$ cat config.mk
export PLATFORM = sky130hd
export DESIGN_NAME = tmds_symbol_aligner
export DESIGN_NICKNAME = d
export VERILOG_FILES = /design/src/rtl/tmds_align_pkg.sv /design/src/rtl/tmds_reset_sync.sv /design/src/rtl/tmds_hit_detect.sv /design/src/rtl/tmds_lock_ctrl.sv /design/src/rtl/tmds_word_select.sv /design/src/rtl/tmds_symbol_aligner.sv
export SDC_FILE = /design/constraint.sdc
export NUM_CORES = 1
export LEC_CHECK = 0
export BUFFER_PORTS_ARGS = -buffer_cell sky130_fd_sc_hd__buf_2
export CELL_PAD_IN_SITES_DETAIL_PLACEMENT = 1
export CELL_PAD_IN_SITES_GLOBAL_PLACEMENT = 1
export CORE_MARGIN = 2
export CORE_UTILIZATION = 55
export CTS_BUF_LIST = sky130_fd_sc_hd__clkbuf_8
export DETAILED_ROUTE_END_ITERATION = 8
export PLACE_DENSITY_LB_ADDON = 0.08
export SETUP_SLACK_MARGIN = 0.3
export SLEW_MARGIN = 20
export SYNTH_ARGS = -nofsm -noshare
export SYNTH_HDL_FRONTEND = slang
export SYNTH_SLANG_ARGS = --single-unit
$ cat constraint.sdc
create_clock -name clk_i -period 1.9 [get_ports clk_i]
set_input_delay 0.285 -clock clk_i [delete_from_list [all_inputs] [get_ports clk_i]]
set_output_delay 0.285 -clock clk_i [all_outputs]
set_load 0.01 [all_outputs]
$ cat src/rtl/tmds_align_pkg.sv
package tmds_align_pkg;

  localparam int unsigned SYM_W   = 10;
  localparam int unsigned WIN_W   = 2 * SYM_W;
  localparam int unsigned OFF_W   = $clog2(SYM_W);
  localparam int unsigned TRANS_W = $clog2(SYM_W);

  // Number of adjacent-bit changes inside one candidate slice.
  function automatic logic [TRANS_W-1:0] count_edges(input logic [SYM_W-1:0] s);
    logic [TRANS_W-1:0] cnt;
    cnt = '0;
    for (int i = 0; i < SYM_W - 1; i++) begin
      cnt = cnt + {{(TRANS_W-1){1'b0}}, s[i] ^ s[i+1]};
    end
    return cnt;
  endfunction

  // The four control-period codes, bit 0 earliest on the wire.
  function automatic logic is_ctrl_code(input logic [SYM_W-1:0] s);
    return (s == 10'h354) || (s == 10'h0AB) || (s == 10'h154) || (s == 10'h2AB);
  endfunction

endpackage

$ cat src/rtl/tmds_reset_sync.sv
module tmds_reset_sync (
  input  logic clk_i,
  input  logic rst_ni,
  output logic rst_no
);

  logic [1:0] sync_q;

  always_ff @(posedge clk_i or negedge rst_ni) begin
    if (!rst_ni) begin
      sync_q <= 2'b00;
    end else begin
      sync_q <= {sync_q[0], 1'b1};
    end
  end

  assign rst_no = sync_q[1];

endmodule

$ cat src/rtl/tmds_hit_detect.sv
module tmds_hit_detect
  import tmds_align_pkg::*;
#(
  parameter int unsigned MIN_TRANS = 7
) (
  input  logic [WIN_W-1:0] win_i,
  output logic [SYM_W-1:0] hit_o
);

  for (genvar k = 0; k < SYM_W; k++) begin : g_offset
    logic [SYM_W-1:0]   slice;
    logic [TRANS_W-1:0] edges;
    assign slice    = win_i[k +: SYM_W];
    assign edges    = count_edges(slice);
    assign hit_o[k] = (edges >= TRANS_W'(MIN_TRANS)) && is_ctrl_code(slice);
  end

endmodule

$ cat src/rtl/tmds_lock_ctrl.sv
module tmds_lock_ctrl
  import tmds_align_pkg::*;
#(
  parameter int unsigned LOCK_RUN = 8,
  parameter int unsigned DROP_RUN = 4
) (
  input  logic             clk_i,
  input  logic             rst_ni,
  input  logic [SYM_W-1:0] hit_i,
  output logic             locked_o,
  output logic [OFF_W-1:0] sel_o
);

  localparam int unsigned RUN_W  = $clog2(LOCK_RUN + 1);
  localparam int unsigned MISS_W = $clog2(DROP_RUN + 1);

  logic             locked_q, locked_d;
  logic [OFF_W-1:0] cand_q, cand_d;
  logic [OFF_W-1:0] sel_q, sel_d;
  logic [RUN_W-1:0] run_q, run_d;
  logic [MISS_W-1:0] miss_q, miss_d;
  logic [OFF_W-1:0] first_hit;
  logic             found;
  logic             any_hit;
  logic             sel_en;

  // Lowest offset that shows a hit this cycle.
  always_comb begin
    first_hit = '0;
    found     = 1'b0;
    for (int k = 0; k < SYM_W; k++) begin
      if (!found && hit_i[k]) begin
        first_hit = OFF_W'(k);
        found     = 1'b1;
      end
    end
  end

  assign any_hit = |hit_i;

  always_comb begin
    locked_d = locked_q;
    cand_d   = cand_q;
    sel_d    = sel_q;
    run_d    = run_q;
    miss_d   = miss_q;
    sel_en   = 1'b0;
    if (!locked_q) begin
      if (!any_hit) begin
        run_d = '0;
      end else if (hit_i[cand_q]) begin
        run_d = run_q + RUN_W'(1);
      end else begin
        cand_d = first_hit;
        run_d  = RUN_W'(1);
      end
      if (run_d == RUN_W'(LOCK_RUN)) begin
        locked_d = 1'b1;
        sel_d    = cand_d;
        sel_en   = 1'b1;
        run_d    = '0;
        miss_d   = '0;
      end
    end else begin
      if (any_hit) begin
        if (hit_i[sel_q]) begin
          miss_d = '0;
        end else begin
          miss_d = miss_q + MISS_W'(1);
        end
      end
      if (miss_d == MISS_W'(DROP_RUN)) begin
        locked_d = 1'b0;
        miss_d   = '0;
        run_d    = '0;
      end
    end
  end

  always_ff @(posedge clk_i or negedge rst_ni) begin
    if (!rst_ni) begin
      locked_q <= 1'b0;
      cand_q   <= '0;
      run_q    <= '0;
      miss_q   <= '0;
    end else begin
      locked_q <= locked_d;
      cand_q   <= cand_d;
      run_q    <= run_d;
      miss_q   <= miss_d;
    end
  end

  always_ff @(posedge clk_i or negedge rst_ni) begin
    if (!rst_ni) begin
      sel_q <= '0;
    end else if (sel_en) begin
      sel_q <= sel_d;
    end
  end

  assign locked_o = locked_q;
  assign sel_o    = sel_q;

endmodule

$ cat src/rtl/tmds_word_select.sv
module tmds_word_select
  import tmds_align_pkg::*;
(
  input  logic             clk_i,
  input  logic             rst_ni,
  input  logic [WIN_W-1:0] win_i,
  input  logic [OFF_W-1:0] sel_i,
  output logic [SYM_W-1:0] sym_o
);

  logic [SYM_W-1:0] sym_d, sym_q;

  always_comb begin
    sym_d = '0;
    for (int k = 0; k < SYM_W; k++) begin
      if (sel_i == OFF_W'(k)) begin
        sym_d = win_i[k +: SYM_W];
      end
    end
  end

  always_ff @(posedge clk_i or negedge rst_ni) begin
    if (!rst_ni) begin
      sym_q <= '0;
    end else begin
      sym_q <= sym_d;
    end
  end

  assign sym_o = sym_q;

endmodule

$ cat src/rtl/tmds_symbol_aligner.sv
module tmds_symbol_aligner
  import tmds_align_pkg::*;
#(
  parameter int unsigned MIN_TRANS = 7,
  parameter int unsigned LOCK_RUN  = 8,
  parameter int unsigned DROP_RUN  = 4
) (
  input  logic             clk_i,
  input  logic             rst_ni,
  input  logic [SYM_W-1:0] raw_i,
  output logic [SYM_W-1:0] sym_o,
  output logic             locked_o,
  output logic [OFF_W-1:0] offset_o
);

  logic             rst_sync_n;
  logic [SYM_W-1:0] prev_q;
  logic [WIN_W-1:0] window;
  logic [SYM_W-1:0] hit_vec;

  tmds_reset_sync i_rst_sync (
    .clk_i  (clk_i),
    .rst_ni (rst_ni),
    .rst_no (rst_sync_n)
  );

  always_ff @(posedge clk_i or negedge rst_sync_n) begin
    if (!rst_sync_n) begin
      prev_q <= '0;
    end else begin
      prev_q <= raw_i;
    end
  end

  // Older word occupies the low half: window bit 0 is the earliest bit.
  assign window = {raw_i, prev_q};

  tmds_hit_detect #(
    .MIN_TRANS (MIN_TRANS)
  ) i_hit_detect (
    .win_i (window),
    .hit_o (hit_vec)
  );

  tmds_lock_ctrl #(
    .LOCK_RUN (LOCK_RUN),
    .DROP_RUN (DROP_RUN)
  ) i_lock_ctrl (
    .clk_i    (clk_i),
    .rst_ni   (rst_sync_n),
    .hit_i    (hit_vec),
    .locked_o (locked_o),
    .sel_o    (offset_o)
  );

  tmds_word_select i_word_select (
    .clk_i  (clk_i),
    .rst_ni (rst_sync_n),
    .win_i  (window),
    .sel_i  (offset_o),
    .sym_o  (sym_o)
  );

endmodule

==> results.toml, run 1 <==
[status]
status = "stopped before the end"
lastStage = "clock tree synthesis (4_1_cts)"
firstError = "[ERROR DPL-0033] detailed placement checks failed during check placement."

[place]
gp_congestion = 0.970
hpwl_um = 19400
portBuffers = 26
place_ws_ns = -3.75

[clock_tree]
root_buffer = "clkbuf_8"
cts.path.max_buffers = 2
cts.sinks = 38
h-tree-depth = 2
hold_buffers = 1
cts_resized = 84
post_cts.repair.setup_buffers = 30
cts_buffers = 5

[synthesis]
synthSimpleGateAreaFrac_pct = 12.6
seq_area_frac_synth_pct = 15.7
synth_compound_gate_area_share_pct = 15.4
synthesis.area_um2 = 6060
synth-main-ff-cell = "dfrtp_1"
synth_fa_ha_area_share_pct = 41.1
synth_edf_count = 0
synth-xor-area-share_pct = 3.62
muxShareOfSynthArea_pct = 3.90
ys_types = 70
yosysWarningCount = 0
ys_seq_elements = 38
async_flop_share_pct = 100
synth_cells = 635
synth_top_family_by_area = "adder cells"
syn-num-nets = 819
syn_area_per_cell_um2 = 9.54

[die]
die-height_um = 109
num_rows = 38
start_util_pct = 56.1
ios = 27
die_w_um = 109
## stage by stage
step	TNS, ns	instances	instance area (um2)	hold slack (ns)	utilization (%)
after detailed placement	-59.08	923	7520	0.0827	69.7
after global placement	-54.28	923	7520	0.0688	69.7
after floorplan	-53.75	635	6270	-0.0106	-
## synth_stat cells (4+ instances only)
| library cell | instances | area [um2] |
|---|---|---|
| mux2_4 | 4 | 60.1 |
| dfrtp_1 | 38 | 951 |
| a21o_1 | 4 | 30.0 |
| a22o_1 | 10 | 87.6 |
| nand4_1 | 20 | 125 |
| ha_1 | 127 | 1590 |
| nand2_1 | 15 | 56.3 |
| and3_1 | 4 | 25.0 |
| fa_1 | 45 | 901 |
| nor3b_1 | 4 | 30.0 |
| nand3_1 | 12 | 60.1 |
| a221oi_1 | 19 | 166 |
| inv_1 | 104 | 390 |
| nor3_1 | 6 | 30.0 |
| mux2i_1 | 12 | 120 |
| xnor2_1 | 19 | 166 |
| xor2_1 | 6 | 52.6 |
| o22ai_1 | 10 | 62.6 |
| nor2_1 | 58 | 218 |
| a22oi_1 | 11 | 82.6 |
| nand2b_1 | 5 | 31.3 |
| a21oi_1 | 9 | 45.0 |
| clkbuf_1 | 18 | 67.6 |
| a31oi_1 | 6 | 37.5 |
| o21ai_0 | 6 | 30.0 |
## logic make-up after synthesis
group                      after synthesis
other                                    1
xor gates and xnor gates                25
muxes                                   19
adders and majority gates              172
DFF                                     38
and+or+nand+nor                        146
AOI/OAI and AO/OA                      110
buffers and inverters                  124
==> run 2, diff against run 1 <==
- CELL_PAD_IN_SITES_DETAIL_PLACEMENT: 1 -> unset
- CELL_PAD_IN_SITES_GLOBAL_PLACEMENT: 1 -> unset
- CORE_UTILIZATION: 55 -> 40
- CTS_BUF_LIST: sky130_fd_sc_hd__clkbuf_8 -> unset
- PLACE_DENSITY_LB_ADDON: 0.08 -> 0.15
- SETUP_SLACK_MARGIN: 0.3 -> unset
==> results.toml, run 2 <==
[worst_setup_path]
crit_end = "i_lock_ctrl.sel_o[2]"
crit_start = "prev_q[9]"
crit_path_end_kind = "flop"
startpoint_type = "flop"
worst_ep_arrival_time_ns = 5.51
r2r_cells = 18
r2r_end = "i_lock_ctrl.sel_o[2]"
regToRegStartpoint = "prev_q[9]"
path_max_fanout = 6
crit_type = "reg -> reg"
worstPathRequired_ns = 2.07
r2r_setup_slack_ns = -3.44

[cells_and_area]
layout_common_cells = "buf_4, ha_1, inv_1"
nNetsFinal = 1002
fill_cells = 1280
area_delta_synth_final_pct = 37.8
fin_util_pct = 57.0
final_common_cell = "buf_4"
drive_above_1_share_pct = 36.6
antennaDiodeCount = 0

[synthesis]
async_flop_share_pct = 100
syn_area_per_cell_um2 = 9.54
ys_types = 70
synth_cells = 635
syn-num-nets = 819
synth-main-ff-cell = "dfrtp_1"
yosysWarningCount = 0
seq_area_frac_synth_pct = 15.7
synth.most_common_cell = "ha_1"
synth_edf_count = 0
synthTopCellsByCount = "ha_1, inv_1, nor2_1"
synth_area_leaders = "ha_1, dfrtp_1, fa_1"
synthesis.area_um2 = 6060
yosysTopAreaCell = "ha_1"
ys_seq_elements = 38
synth_top_area_share_pct = 26.2

[power]
power_mw = 5.79
ir_drop_v = 0.000443
p_per_area_nw_per_um2 = 694
p_leak_nw = 4.08

[detailed_routing]
top_layer_used = "met4"
wl_met2_um = 8930
drtPass1Iterations = 5
drt-total-wl_um = 17800
dr_wl_met3_um = 623
wl_per_cell_um = 17.8
drc = 0
drtIter0Drc = 233
antenna_left = 0
wl_met1_um = 7940
viasPerCell = 5.35
vias = 5368

[die]
ios = 27
core-area_um2 = 14600
start_util_pct = 41.4
die_w_um = 127
num_rows = 44
die-height_um = 127
dieArea_um2 = 16100

[clock_tree]
cts_tree = "yes"
root_buffer = "clkbuf_16"
clkTransAtPathRegs_ns = 0.06
h-tree-depth = 2
cts_buffers = 5
cts.sinks = 38
cts.path.max_buffers = 2
clk_latency_ns = 0.30

[place]
gp_congestion = 0.972
portBuffers = 26
place_ws_ns = -3.63
hpwl_um = 14300

[sta]
setup_ws_ns = -3.44
finalCriticalPeriod_ns = 5.34
final_hold_viol_count = 0
finalCritPeriodShare_pct = 281
maxSlewViolCount = 0
rsz0062_at_grt = "yes"
finalSetupViolations = 16
fmax_mhz = 187
skew_ns = 0.00832

[flow_run]
cap_violations = 0

[status]
failed_checks = "setup timing"
status = "complete, but fails checks"

[global_routing]
grt_max_degree = 37
grt_usage_pct = 23.2
grt_first_pass_wirelength_um = 30000
first_global_vias = 5911
antenna_found_initial = 0
grt_overflow = 0

[min_path]
min_path_type = "in -> reg"
-- run 2: how the worst min path moves through the flow --
stage                        start              endpoint  slack, ns  cells past startpoint
after floorplan             rst_ni  i_rst_sync.sync_q[0]      -0.01                      0
after global placement      rst_ni  i_rst_sync.sync_q[0]       0.07                      1
after detailed placement    rst_ni  i_rst_sync.sync_q[0]       0.07                      1
after CTS                 raw_i[9]             prev_q[9]        0.1                      1
after global routing      raw_i[9]             prev_q[9]       0.11                      1
final                     raw_i[9]             prev_q[9]       0.09                      1
-- run 2: kinds of logic after synthesis --
family	after synthesis	synth area share, %
AND/OR/NAND/NOR	146	12.6
multiplexers	19	3.91
AO/OA/AOI/OAI	110	15.4
XOR/XNOR	25	3.62
other	1	0.0619
flip-flops	38	15.7
adder cells (fa/ha/maj)	172	41.1
buffers and inverters	124	7.69
-- run 2: power breakdown --
group	switching (mW)	total, mW	internal (mW)
Combinational	2.05	3.99	1.94
Sequential	0.0423	0.903	0.861
Clock	0.377	0.898	0.521
Total	2.47	5.79	3.32
-- run 2: layout make-up --
cell class                      instances  area (um2)  share of cell area [%]
Timing Repair Buffer                  195        1450                    17.4
Inverter                              105         407                    4.87
Multi-Input combinational cell        473        5150                    61.7
Clock buffer                            6         139                    1.66
Tap cell                              184         230                    2.76
Sequential cell                        38         953                    11.4
Clock inverter                          2        12.5                   0.150
-- run 2: metal layers --
metal / global-route usage, % / vias to the layer above
met3: 2.22 / 25
met2: 41.9 / 124
met5: 0 / -
li1: - / 2565
met4: 6.72 / 0
met1: 29.6 / 2654
-- run 2: metrics by stage --
step	instances	TNS [ns]	instance area [um2]	hold slack, ns
global placement	977	-55.58	7610	0.0686
detailed placement	977	-56.60	7610	0.0723
floorplan	635	-53.75	6240	-0.0106
finish	1003	-53.43	8340	0.0942
CTS	998	-54.54	8200	0.0964
global route	1003	-55.64	8340	0.107
-- run 2: worst max-delay path, cell delays in order (launching register included) --
cell and delay [ns]:
dfrtp_1 0.40, clkinvlp_4 0.20, ha_4 0.36, buf_12 0.13, xnor2_2 0.11, fa_1 0.45, fa_1 0.50, inv_1 0.05
fa_1 0.44, ha_2 0.21, fa_2 0.33, xnor2_1 0.13, and3_4 0.17, o31a_4 0.30, mux4_2 0.50, a221oi_4 0.32
or2_4 0.22, nor3_4 0.08, mux2_4 0.32
-- run 2: repair_timing --
item | CTS | global route
hold buffers | 1 | 0
buffers inserted | 12 | 6
gates cloned | 0 | 0
resized for setup | 55 | 19
hold endpoints to repair | 2 | 0
pin swaps | 37 | 21
setup endpoints to repair | 16 | 18
No activity file was read; power rests on OpenSTA's default activity.
==> run 3, diff against run 2 <==
- ABC_AREA: unset -> 1
==> results.toml, run 3 <==
[status]
status = "complete, but fails checks"
failed_checks = "setup timing"

[cells_and_area]
final_area_um2 = 8810
drive_above_1_share_pct = 30.1
layoutNonFillerInstCount = 1294
regArea_um2 = 956
nNetsFinal = 1261
multi_input_area_um2 = 5380
fin_util_pct = 55.3
antennaDiodeCount = 0
layout_common_cells = "nand2_1, buf_4, inv_1"
fill_cells = 1540
final_common_cell = "nand2_1"
area_delta_synth_final_pct = 34.1

[synthesis]
synth_cells = 896
async_flop_share_pct = 100
synthTopCellsByCount = "nand2_1, inv_1, ha_1"
synth.most_common_cell = "nand2_1"
ys_types = 37
syn-num-nets = 1080
seq_area_frac_synth_pct = 14.5
synth_top_area_share_pct = 24.2
synth_area_leaders = "ha_1, dfrtp_1, fa_1"
synth-main-ff-cell = "dfrtp_1"
synthesis.area_um2 = 6570
ys_seq_elements = 38
syn_area_per_cell_um2 = 7.33
synth_edf_count = 0
yosysTopAreaCell = "ha_1"
yosysWarningCount = 0

[sta]
finalSetupViolations = 16
final_hold_viol_count = 0
finalCritPeriodShare_pct = 242
maxSlewViolCount = 0
skew_ns = 0.00894
fmax_mhz = 217
finalCriticalPeriod_ns = 4.60
rsz0062_at_grt = "yes"
holdWs_ns = 0.106
setup_ws_ns = -2.70

[detailed_routing]
drtIter0Drc = 284
antenna_left = 0
viasPerCell = 4.67
vias = 6049
drt-total-wl_um = 18000
drc = 0
drtPass1Iterations = 5
wl_per_cell_um = 13.9

[flow_run]
cap_violations = 0

[global_routing]
antenna_found_initial = 0
grt_overflow = 0
grt_first_pass_wirelength_um = 30400
grt_max_degree = 37
first_global_vias = 6109
grt_usage_pct = 21.4

[die]
die-height_um = 132
dieArea_um2 = 17500
num_rows = 46
core-area_um2 = 15900
ios = 27
start_util_pct = 41.2
die_w_um = 132

[worst_setup_path]
crit_path_max_incr_delay_ns = 0.53
crit_type = "reg -> reg"
worst_ep_arrival_time_ns = 4.78
crit_chain = "inv_4 -> ha_4 -> ha_4 -> inv_2 -> fa_1 -> fa_1 -> inv_2 -> fa_1 -> ha_2 -> fa_2 -> nand2_1 -> nand3b_1 -> nand2_2 -> nand3_2 -> nand3_2 -> nand3_2 -> nand3_4 -> nand2_8 -> nor2_8 -> nand4_4 -> nand2_2 -> nand2_1"
crit_slowest_cell = "fa_1"
worstPathRequired_ns = 2.08
path_max_fanout = 7
crit_buf_inv = 3
crit_family = "adder cells"
crit_path_end_kind = "flop"
startpoint_type = "flop"

[clock_tree]
cts_tree = "yes"
cts.path.max_buffers = 2
root_buffer = "clkbuf_16"
clkTransAtPathRegs_ns = 0.07
cts_buffers = 5
cts.sinks = 38
h-tree-depth = 2
clk_latency_ns = 0.29

[power]
ir_drop_v = 0.000493
power_mw = 6.78
p_leak_nw = 4.85
p_per_area_nw_per_um2 = 769

[place]
dpl_cell_area_um2 = 8190
hpwl_um = 15100
portBuffers = 26
dpl.cell_count = 1271
gp_congestion = 0.866

[min_path]
min_path_type = "in -> reg"
[run 3: cell count changes in the layout (fill, tap and decap cells not counted), moves of 13 or more]
cell,change
nand2_2,+36
nand3_2,+22
nor2_1,+18
o21ai_0,+26
nand2_1,+173
xnor2_1,-13
nand4_1,-15
inv_1,+56
nand3_1,+30
a221oi_1,-19
[run 3: worst paths after layout]
check | cells past startpoint | endpoint | slack [ns] | from
worst max-delay path | 22 | i_lock_ctrl.sel_o[2] | -2.70 | prev_q[6]
worst min-delay path | 1 | prev_q[9] | 0.11 | raw_i[9]
worst max register to register | 22 | i_lock_ctrl.sel_o[2] | -2.70 | prev_q[6]
worst min register to register | 1 | prev_q[0] | 0.29 | i_rst_sync.sync_q[1]
max in group asynchronous | 1 | prev_q[8] | 1.24 | i_rst_sync.sync_q[1]
min in group asynchronous | 1 | prev_q[0] | 0.29 | i_rst_sync.sync_q[1]
[run 3: kinds of logic after synthesis]
kind of cell,count (synthesis),share of synthesized area [%]
AND/OR/NAND/NOR,416,29.2
AO/OA/AOI/OAI,78,6.49
adder cells (fa/ha/maj),172,37.9
flip-flops,38,14.5
other,1,0.0571
buffers and inverters,180,10.5
XOR/XNOR,11,1.47
[run 3: cell type report]
class                           count  share of cell area, %
Inverter                          173                   7.55
Timing Repair Buffer              180                   15.2
Sequential cell                    38                   10.8
Multi-Input combinational cell    678                   61.0
Tap cell                          216                   3.07
Clock inverter                      2                  0.682
Timing Repair inverter              1                 0.0852
Clock buffer                        6                   1.58
[run 3: routing by layer]
metal,GRT usage [%],wire (um)
met2,38.1,8700
met3,1.27,428
met5,0,0
met4,3.76,181
met1,29.1,8670
[run 3: through the flow]
stage          setup slack [ns]  TNS, ns
6_report                  -2.70   -42.49
5_1_grt                   -2.97   -46.46
4_1_cts                   -2.71   -42.84
3_5_place_dp              -2.83   -44.77
3_3_place_gp              -2.79   -44.24
2_1_floorplan             -2.59   -40.97
[run 3: power by group]
group / switching [mW] / internal (mW)
Combinational: 2.60 / 2.11
Clock: 0.366 / 0.789
Sequential: 0.0447 / 0.866
Total: 3.01 / 3.77
[run 3: worst register-to-register path: cells and delay by family (launching register included)]
family	cells	cell delay (ns)
adder cells (fa/ha/maj)	7	2.67
flip-flops	1	0.42
AND/OR/NAND/NOR	12	1.24
buffers and inverters	3	0.15
[run 3: timing repair]
action,4_1_cts,5_1_grt
gates cloned,0,1
setup buffers,7,7
setup endpoints to repair,16,25
hold endpoints to repair,2,0
resized for setup,33,51
hold buffers,1,0
pin swaps,28,32
==> run 4, diff against run 3 <==
- RECOVER_POWER: unset -> 50
- SKIP_CTS_REPAIR_TIMING: unset -> 1
==> results.toml, run 4 (synthesis results as in run 3) <==
[min_path]
min_path_type = "in -> reg"
min_from = "raw_i[9]"
hold_depth = 1

[die]
core-area_um2 = 15900
die-height_um = 132
die_w_um = 132
dieArea_um2 = 17500
ios = 27
num_rows = 46
start_util_pct = 41.2

[cells_and_area]
fin_util_pct = 54.0
final_common_cell = "nand2_1"
layoutNonFillerInstCount = 1288
drive_above_1_share_pct = 26.0
final_area_um2 = 8610
layout_common_cells = "nand2_1, inv_1, buf_4"
nNetsFinal = 1255
area_delta_synth_final_pct = 31.1
antennaDiodeCount = 0

[detailed_routing]
wl_per_cell_um = 13.9
viasPerCell = 4.72
drt-total-wl_um = 17900
drc = 0
wl_met1_um = 8520
vias = 6076
top_layer_used = "met4"
dr_wl_met3_um = 631
drtPass1Iterations = 4
wl_met2_um = 8570
drtIter0Drc = 261
antenna_left = 0

[sta]
fin_setup_tns_ns = -43.19
setup_ws_ns = -2.75
worst_slew_pin_slew_ns = 0.961
max_slew_margin_pct = 36.0
skew_ns = 0.00932
rsz0062_at_grt = "yes"
finalCriticalPeriod_ns = 4.65
fmax_mhz = 215
final_hold_viol_count = 0
maxSlewViolCount = 0
finalCritPeriodShare_pct = 245
finalSetupViolations = 16

[place]
hpwl_um = 15100
portBuffers = 26
dpl_cell_area_um2 = 8190
gp_congestion = 0.866
dpl.cell_count = 1271

[worst_setup_path]
crit_type = "reg -> reg"
worst_ep_arrival_time_ns = 4.82
startpoint_type = "flop"
crit_start = "prev_q[1]"
r2r_cells = 24
crit_path_end_kind = "flop"
regToRegStartpoint = "prev_q[1]"
path_max_fanout = 7
worstPathRequired_ns = 2.08

[clock_tree]
clk_latency_ns = 0.29
cts.sinks = 38
h-tree-depth = 2
cts_buffers = 5
cts.path.max_buffers = 2
clkTransAtPathRegs_ns = 0.07
cts_tree = "yes"
root_buffer = "clkbuf_16"

[global_routing]
antenna_found_initial = 0
grt_first_pass_wirelength_um = 30000
grt_max_degree = 37
grt_overflow = 0
first_global_vias = 6019
grt_usage_pct = 21.2

[power]
p_per_area_nw_per_um2 = 772
p_leak_nw = 4.77
ir_drop_v = 0.000478

[flow_run]
cap_violations = 0

[status]
failed_checks = "setup timing"
status = "complete, but fails checks"
==> run 4: changes by cell type in the layout (fill, tap and decap cells not counted), sizes merged <==
cell,previous run,this run
buf,179,162
clkbuf,6,17
==> run 4: critical path, stage by stage, from the launching register on <==
cell and delay, ns:
dfrtp_1 0.39, inv_2 0.12, ha_4 0.23, ha_4 0.26, inv_2 0.04, fa_1 0.48
inv_2 0.04, fa_1 0.50, inv_1 0.05, fa_1 0.49, inv_1 0.04, ha_2 0.18
fa_1 0.47, nand2_1 0.04, nand3b_1 0.15, nand2_2 0.13, nand3_2 0.10, nand3_2 0.08
nand3_2 0.10, nand3_4 0.14, nand2_8 0.09, nor2_8 0.11, nand4_4 0.12, nand2_1 0.10
nand2_1 0.05
==> run 4: worst paths after layout <==
path | end | slack (ns)
min in group asynchronous | i_rst_sync.sync_q[0] | 0.33
hold reg to reg | i_rst_sync.sync_q[1] | 0.36
max in group asynchronous | prev_q[8] | 0.77
setup / recovery | i_lock_ctrl.sel_o[3] | -2.75
setup reg to reg | i_lock_ctrl.sel_o[3] | -2.75
hold / removal | prev_q[9] | 0.11
==> run 4: layer usage <==
metal  global-route usage [%]  vias to the layer above
li1                         -                     3137
met1                     28.8                     2818
met2                     37.6                      105
met3                     1.27                       16
met4                     3.82                        0
met5                        0                        -
==> run 4: metrics by stage <==
stage | total power, mW | setup WS, ns | hold slack (ns)
global route | 7.45 | -2.98 | 0.105
finish | 6.65 | -2.75 | 0.109
floorplan | 3.82 | -2.59 | -0.0106
detailed placement | 5.38 | -2.83 | 0.0717
global placement | 5.29 | -2.79 | 0.0717
CTS | 6.55 | -2.83 | -0.234
==> run 4: where the power goes <==
group | switching (mW) | internal (mW)
Sequential | 0.0460 | 0.866
Combinational | 2.55 | 2.04
Clock | 0.363 | 0.789
Total | 2.95 | 3.69
==> run 4: layout make-up <==
cell class                      instances  area (um2)
Timing Repair Buffer                  174        1240
Sequential cell                        38         956
Inverter                              173         666
Clock buffer                            6         139
Fill cell                            1563        7330
Tap cell                              216         270
Clock inverter                          2        60.1
Multi-Input combinational cell        678        5280
Timing Repair inverter                  1        7.51
